<file path="src/rtl/xlat_pkg.sv">
`timescale 1ns/1ps
package xlat_pkg;

  typedef enum logic [1:0] {
    ACC_READ  = 2'b00,
    ACC_WRITE = 2'b01,
    ACC_EXEC  = 2'b10,
    ACC_READ2 = 2'b11
  } acc_kind_e;

  typedef struct packed {
    logic x;
    logic w;
    logic v;
  } perm_t;

endpackage

</file>
<file path="src/rtl/xlat_victim.sv">
`timescale 1ns/1ps
module xlat_victim #(
  parameter int ENTRIES = 8,
  localparam int IDX_W = (ENTRIES > 1) ? $clog2(ENTRIES) : 1
) (
  input  logic             clk,
  input  logic             rst_n,
  input  logic             clr,
  input  logic             adv,
  output logic [IDX_W-1:0] ptr
);

  logic [IDX_W-1:0] ptr_d;
  logic             ptr_en;

  assign ptr_en = clr | adv;

  always_comb begin
    if (clr) begin
      ptr_d = '0;
    end else if (ptr == IDX_W'(ENTRIES - 1)) begin
      ptr_d = '0;
    end else begin
      ptr_d = ptr + IDX_W'(1);
    end
  end

  always_ff @(posedge clk or negedge rst_n) begin
    if (!rst_n) begin
      ptr <= '0;
    end else if (ptr_en) begin
      ptr <= ptr_d;
    end
  end

endmodule

</file>
<file path="src/rtl/xlat_store.sv">
`timescale 1ns/1ps
module xlat_store
  import xlat_pkg::*;
#(
  parameter int ENTRIES = 8,
  parameter int VPN_W   = 20,
  parameter int PFN_W   = 20,
  localparam int IDX_W = (ENTRIES > 1) ? $clog2(ENTRIES) : 1
) (
  input  logic               clk,
  input  logic               rst_n,
  input  logic               clr,
  input  logic               wr_en,
  input  logic [IDX_W-1:0]   wr_idx,
  input  logic [VPN_W-1:0]   wr_vpn,
  input  logic [PFN_W-1:0]   wr_pfn,
  input  perm_t              wr_perm,
  input  logic [VPN_W-1:0]   lk_vpn,
  output logic [ENTRIES-1:0] lk_match,
  output logic [ENTRIES-1:0] wr_match,
  output logic [PFN_W-1:0]   lk_pfn,
  output perm_t              lk_perm,
  output logic [ENTRIES-1:0] valid_vec
);

  logic [VPN_W-1:0] vpn_q [ENTRIES];
  logic [PFN_W-1:0] pfn_q [ENTRIES];
  perm_t            perm_q [ENTRIES];
  logic [VPN_W-1:0] vpn_d [ENTRIES];
  logic [PFN_W-1:0] pfn_d [ENTRIES];
  perm_t            perm_d [ENTRIES];
  logic [ENTRIES-1:0] slot_en;

  for (genvar g = 0; g < ENTRIES; g++) begin : g_cmp
    assign valid_vec[g] = perm_q[g].v;
    assign lk_match[g]  = perm_q[g].v && (vpn_q[g] == lk_vpn);
    assign wr_match[g]  = perm_q[g].v && (vpn_q[g] == wr_vpn);
    assign slot_en[g]   = clr || (wr_en && (wr_idx == IDX_W'(g)));
  end

  always_comb begin
    for (int i = 0; i < ENTRIES; i++) begin
      if (clr) begin
        vpn_d[i]  = vpn_q[i];
        pfn_d[i]  = pfn_q[i];
        perm_d[i] = '0;
      end else begin
        vpn_d[i]  = wr_vpn;
        pfn_d[i]  = wr_pfn;
        perm_d[i] = wr_perm;
      end
    end
  end

  always_ff @(posedge clk or negedge rst_n) begin
    if (!rst_n) begin
      for (int i = 0; i < ENTRIES; i++) begin
        vpn_q[i]  <= '0;
        pfn_q[i]  <= '0;
        perm_q[i] <= '0;
      end
    end else begin
      for (int i = 0; i < ENTRIES; i++) begin
        if (slot_en[i]) begin
          vpn_q[i]  <= vpn_d[i];
          pfn_q[i]  <= pfn_d[i];
          perm_q[i] <= perm_d[i];
        end
      end
    end
  end

  always_comb begin
    lk_pfn  = '0;
    lk_perm = '0;
    for (int i = 0; i < ENTRIES; i++) begin
      lk_pfn  = lk_pfn | ({PFN_W{lk_match[i]}} & pfn_q[i]);
      lk_perm = lk_perm | ({$bits(perm_t){lk_match[i]}} & perm_q[i]);
    end
  end

endmodule

</file>
<file path="src/rtl/xlat_cache.sv">
`timescale 1ns/1ps
module xlat_cache
  import xlat_pkg::*;
#(
  parameter int ENTRIES = 8,
  parameter int VPN_W   = 20,
  parameter int PFN_W   = 20,
  parameter int OFF_W   = 12,
  localparam int IDX_W = (ENTRIES > 1) ? $clog2(ENTRIES) : 1,
  localparam int VA_W  = VPN_W + OFF_W,
  localparam int PA_W  = PFN_W + OFF_W
) (
  input  logic             clk,
  input  logic             rst_n,
  input  logic             req_valid,
  input  logic [1:0]       req_kind,
  input  logic [VA_W-1:0]  req_vaddr,
  input  logic             ins_valid,
  input  logic [VPN_W-1:0] ins_vpn,
  input  logic [PFN_W-1:0] ins_pfn,
  input  logic             ins_x,
  input  logic             ins_w,
  input  logic             ins_v,
  input  logic             flush,
  output logic             rsp_valid,
  output logic             rsp_hit,
  output logic             rsp_fault,
  output logic [PA_W-1:0]  rsp_paddr
);

  logic [ENTRIES-1:0] lk_match;
  logic [ENTRIES-1:0] ins_match;
  logic [ENTRIES-1:0] valid_vec;
  logic [PFN_W-1:0]   lk_pfn;
  perm_t              lk_perm;
  perm_t              ins_perm;
  logic [IDX_W-1:0]   victim_ptr;
  logic [IDX_W-1:0]   match_idx;
  logic [IDX_W-1:0]   wr_idx;
  logic               ins_hit;
  logic               ins_go;
  logic               victim_adv;

  assign ins_perm = '{x: ins_x, w: ins_w, v: ins_v};
  assign ins_go   = ins_valid && !flush;
  assign ins_hit  = |ins_match;

  always_comb begin
    match_idx = '0;
    for (int i = 0; i < ENTRIES; i++) begin
      if (ins_match[i]) match_idx = match_idx | IDX_W'(i);
    end
  end

  assign wr_idx     = ins_hit ? match_idx : victim_ptr;
  assign victim_adv = ins_go && !ins_hit;

  xlat_store #(
    .ENTRIES (ENTRIES),
    .VPN_W   (VPN_W),
    .PFN_W   (PFN_W)
  ) u_store (
    .clk       (clk),
    .rst_n     (rst_n),
    .clr       (flush),
    .wr_en     (ins_go),
    .wr_idx    (wr_idx),
    .wr_vpn    (ins_vpn),
    .wr_pfn    (ins_pfn),
    .wr_perm   (ins_perm),
    .lk_vpn    (req_vaddr[VA_W-1:OFF_W]),
    .lk_match  (lk_match),
    .wr_match  (ins_match),
    .lk_pfn    (lk_pfn),
    .lk_perm   (lk_perm),
    .valid_vec (valid_vec)
  );

  xlat_victim #(
    .ENTRIES (ENTRIES)
  ) u_victim (
    .clk   (clk),
    .rst_n (rst_n),
    .clr   (flush),
    .adv   (victim_adv),
    .ptr   (victim_ptr)
  );

  logic            hit_c;
  logic            allow_c;
  logic            fault_c;
  logic [PA_W-1:0] paddr_c;

  always_comb begin
    unique case (acc_kind_e'(req_kind))
      ACC_WRITE: allow_c = lk_perm.w;
      ACC_EXEC:  allow_c = lk_perm.x;
      default:   allow_c = 1'b1;
    endcase
    hit_c   = req_valid && (|lk_match);
    fault_c = req_valid && !(hit_c && allow_c);
    paddr_c = (hit_c && allow_c) ? {lk_pfn, req_vaddr[OFF_W-1:0]} : '0;
  end

  always_ff @(posedge clk or negedge rst_n) begin
    if (!rst_n) begin
      rsp_valid <= 1'b0;
      rsp_hit   <= 1'b0;
      rsp_fault <= 1'b0;
      rsp_paddr <= '0;
    end else begin
      rsp_valid <= req_valid;
      rsp_hit   <= hit_c;
      rsp_fault <= fault_c;
      rsp_paddr <= paddr_c;
    end
  end

endmodule

</file>
<file path="config.mk">
export PLATFORM = sky130hd
export DESIGN_NAME = xlat_cache
export DESIGN_NICKNAME = d
export VERILOG_FILES = /design/src/rtl/xlat_pkg.sv /design/src/rtl/xlat_victim.sv /design/src/rtl/xlat_store.sv /design/src/rtl/xlat_cache.sv
export SDC_FILE = /design/constraint.sdc
export NUM_CORES = 1
export LEC_CHECK = 0
export BUFFER_PORTS_ARGS = -buffer_cell sky130_fd_sc_hd__buf_2
export CAP_MARGIN = 20
export CORE_MARGIN = 4
export CORE_UTILIZATION = 45
export DETAILED_ROUTE_END_ITERATION = 10
export PLACE_DENSITY = 0.71
export SYNTH_ARGS = -nofsm -noshare
export SYNTH_HDL_FRONTEND = slang
export SYNTH_SLANG_ARGS = --single-unit
</file>
<file path="constraint.sdc">
create_clock -name clk -period 4.4 [get_ports clk]
set_clock_uncertainty 0.1 [all_clocks]
set_input_delay 0.44 -clock clk [delete_from_list [all_inputs] [get_ports clk]]
set_output_delay 0.44 -clock clk [all_outputs]
set_load 0.005 [all_outputs]
</file>
==> impl_metrics.toml <==
[clock_tree]
clock-root-buffer = "clkbuf_16"
clk_latency_ns = 0.58
path_clk_slew_ns = 0.06
cts_buffers = 43
ctsHtreeMaxLevel = 2
cts_tree = "built"
clock_path_buffers = 3
cts.sinks = 382

[die]
chipHeight_um = 217.1
rows = 76
ios = 117
die_w_um = 217.1
die-area_um2 = 47150
start_util = 0.4559
coreArea_um2 = 43170

[worst_setup_path]
crit_buf_inv = 3
reg2reg_to = "u_store.vpn_q[85]$_DFFE_PN0P_"
arrival_ns = 3.74
path_common_cell = "buf_4"
crit_path_end = "u_store.vpn_q[85]$_DFFE_PN0P_"
startpoint_type = "flop"
cp.depth = 11
ff2ff_setup_slack_ns = 1.00
cpLargestDelayFamily = "simple AND/OR/NAND/NOR gates"
critPathLaunch = "u_store.vpn_q[19]$_DFFE_PN0P_"
reg2regPathDepth = 11
crit_path_top_delay_cell = "xnor2_1"
reg2reg_from = "u_store.vpn_q[19]$_DFFE_PN0P_"
cp_max_fo = 20
critPathKind = "flop to flop"
cp_cell_sequence = "xnor2_1, nand4_1, nor4_1, buf_4, a22oi_1, and2_0, a31o_2, buf_4, nand2_2, buf_12, mux2_2"
worstPathRequired_ns = 4.74
cp-end-kind = "flop"
max_stage_delay_ns = 0.48

[sta]
max_freq_mhz = 294.5
finalSetupViolations = 0
final_hold_viol_count = 0
maxSlewHeadroom = 0.3448
rsz0062_at_grt = "false"
min_period_ns = 3.396
fin_crit_sh = 0.7717
final.setup.tns_ns = 0
holdWs_ns = 0.1140
maxSlewViolCount = 0
worst_pin_slew_ns = 0.9829

[cells_and_area]
drive_above_1_share = 0.3327
fill_cells = 3703
area_delta_synth_final_pct = 14.25
seqCellArea_um2 = 9559
fin_util = 0.5208
design_area_um2 = 22490
layout.nets = 1723
multiInputGateArea_um2 = 9346

[power]
p_leak_nw = 9.947
power_frac_clock = 0.350
sw_frac_of_total = 0.2758
power.internal_mw = 7.429
pwr-share-seq = 0.461
ir_worst_vdd_mv = 0.2916
switchingPower_mw = 2.829
comb_power_share = 0.190
cellPowerDensity_nw_per_um2 = 456.2
finalPower_mw = 10.26

[drt]
drc = 0
ant_nets = 0
routed_wl_um = 54480
drt_pass1_iterations = 5
vias = 12900
viasPerCell = 5.724
wl_per_cell_um = 24.17
drt_iter0_drc = 1231

[min_path]
hold_path.class = "primary input to flop"

[synthesis]
syn_nets = 1613
synth-edff-count = 0
netlist_area_um2 = 19680
ys_seq_elements = 382
yosysWarnings = 0
syn_inst = 1527
async_flop_share = 1.000
synthFlopType = "dfrtp_1"
synth.distinct_cells = 47
seq_area_frac_synth = 0.4857
syn_area_per_cell_um2 = 12.89

[global_route]
busiest_layer = "met2"
grtUsageMet2 = 0.3684
met1_usage = 0.3142
antenna_found_initial = 5
track_usage = 0.2312
grt_pass1_vias = 13520
met3_usage = 0.05236
grt_overflow = 0
grt_max_degree = 126
grt_pass1_wl_um = 83670

[place]
place_area_um2 = 20940
place.gp.congestion = 0.8773
numPortBuffers = 116
hpwl_um = 35410

[run]
cap_violations = 0

[run_status]
outcome = "complete, no violations"
==> cell usage in the layout, fill, tap and decap left out, types with 2 or more instances in the layout <==
cell type,netlist,final
dlygate4sd3_1,0,14
nand4_1,53,53
nor2_1,5,2
a221oi_1,40,40
nand2b_1,3,3
mux2_2,215,215
bufinv_16,0,2
nand2_1,10,8
nor2_8,2,2
ha_1,4,4
buf_12,8,20
a21oi_1,24,24
dfrtp_1,382,382
nand2_2,0,2
clkbuf_1,39,9
inv_1,3,3
nor2b_1,2,2
mux2_4,80,80
and3_1,18,18
buf_2,54,115
and2_0,5,5
a21boi_0,20,20
a22oi_1,4,4
a22o_1,46,46
nor4_4,1,2
nor2_4,0,4
nor4_2,3,2
clkbuf_16,0,43
mux2_1,25,25
clkbuf_8,0,11
buf_4,11,40
and2_1,15,15
o31a_1,3,3
inv_6,0,3
nand3_1,48,48
xor2_1,71,71
clkinv_2,0,7
xnor2_1,249,249
nor4_1,31,31
o21ai_0,26,26
==> sequential cells by signal, summed over array words and instances, names as in the netlist <==
name	count
u_store.pfn_q	160
u_store.vpn_q	160
rsp_paddr	32
u_store.perm_q	16
u_store.valid_vec	8
u_victim.ptr	3
rsp_fault	1
rsp_hit	1
rsp_valid	1
==> cell type report <==
type,instances,share of cell area
clock buffer,63,0.05609
tap,585,0.03255
multi-input combinational,1017,0.4157
antenna,1,0.0001113
inverter,3,0.0005008
sequential,382,0.4251
timing repair buffer,190,0.06366
clock inverter,13,0.006288
==> routing by layer <==
metal  vias to the layer above  share of wire
met3                       122          0.067
li1                       5660              -
met2                       395           0.47
met5                         -         0.0010
met4                         8          0.034
met1                      6717           0.43
==> cell usage after synthesis (all sizes together), types with 21 or more instances <==
| cell | count | share of area |
|---|---|---|
| dfrtp | 382 | 0.49 |
| a21boi | 21 | 0.0080 |
| nor4 | 35 | 0.013 |
| a22o | 46 | 0.020 |
| buf | 86 | 0.034 |
| mux2 | 320 | 0.20 |
| a21oi | 24 | 0.0061 |
| nand3 | 48 | 0.012 |
| a221oi | 41 | 0.019 |
| xnor2 | 249 | 0.11 |
| clkbuf | 39 | 0.0074 |
| nand4 | 53 | 0.017 |
| o21ai | 26 | 0.0066 |
| xor2 | 71 | 0.032 |
==> kinds of logic (layout without fill, tap and decap cells) <==
kind of cell / count (synthesis) / after routing / synth area share
DFF: 382 / 382 / 0.4857
xor gates and xnor gates: 320 / 320 / 0.1424
muxes: 320 / 320 / 0.1983
and+or+nand+nor: 200 / 200 / 0.06173
AOI/OAI and AO/OA: 173 / 173 / 0.06777
buffers and inverters: 128 / 269 / 0.04151
adders and majority gates: 4 / 4 / 0.002543
other: 0 / 1 / 0
==> worst register-to-register path: stages, from the launching register on <==
cell,delay [ns]
dfrtp_1,0.41
xnor2_1,0.48
nand4_1,0.15
nor4_1,0.34
buf_4,0.21
a22oi_1,0.10
and2_0,0.24
a31o_2,0.30
buf_4,0.20
nand2_2,0.20
buf_12,0.21
mux2_2,0.35
==> worst min-delay path by stage <==
stage	start	endpoint	cells after the start
after floorplan	rst_n	rsp_fault$_DFF_PN0_	0
after global placement	u_store.pfn_q[90]$_DFFE_PN0P_	u_store.pfn_q[90]$_DFFE_PN0P_	1
after detailed placement	u_store.pfn_q[82]$_DFFE_PN0P_	u_store.pfn_q[82]$_DFFE_PN0P_	1
after CTS	ins_w	u_store.perm_q[1]$_DFFE_PN0P_	3
after global routing	ins_w	u_store.perm_q[1]$_DFFE_PN0P_	3
final	ins_pfn[2]	u_store.pfn_q[82]$_DFFE_PN0P_	2
==> through the flow <==
stage / cells / worst slack [ns]
final: 2254 / 1.004
after global routing: 2254 / 0.8047
after CTS: 2253 / 1.021
after detailed placement: 2163 / 0.6096
after global placement: 2163 / 0.6537
after floorplan: 1527 / 1.283
==> timing repair <==
action,CTS,global route
resized for setup,0,0
hold buffers,14,0
hold endpoints to repair,133,0
buffers inserted,0,0
endpoints found under the setup margin,0,0
==> power by group through the flow <==
| stage | Clock, mW | Combinational [mW] | Sequential (mW) |
|---|---|---|---|
| detailed placement | 0 | 1.93 | 4.75 |
| floorplan | 0 | 1.54 | 4.62 |
| CTS | 3.66 | 1.95 | 4.71 |
| finish | 3.59 | 1.95 | 4.73 |
| global route | 3.82 | 2.10 | 4.80 |
| global placement | 0 | 1.87 | 4.73 |
No activity file was read; power rests on OpenSTA's default activity.
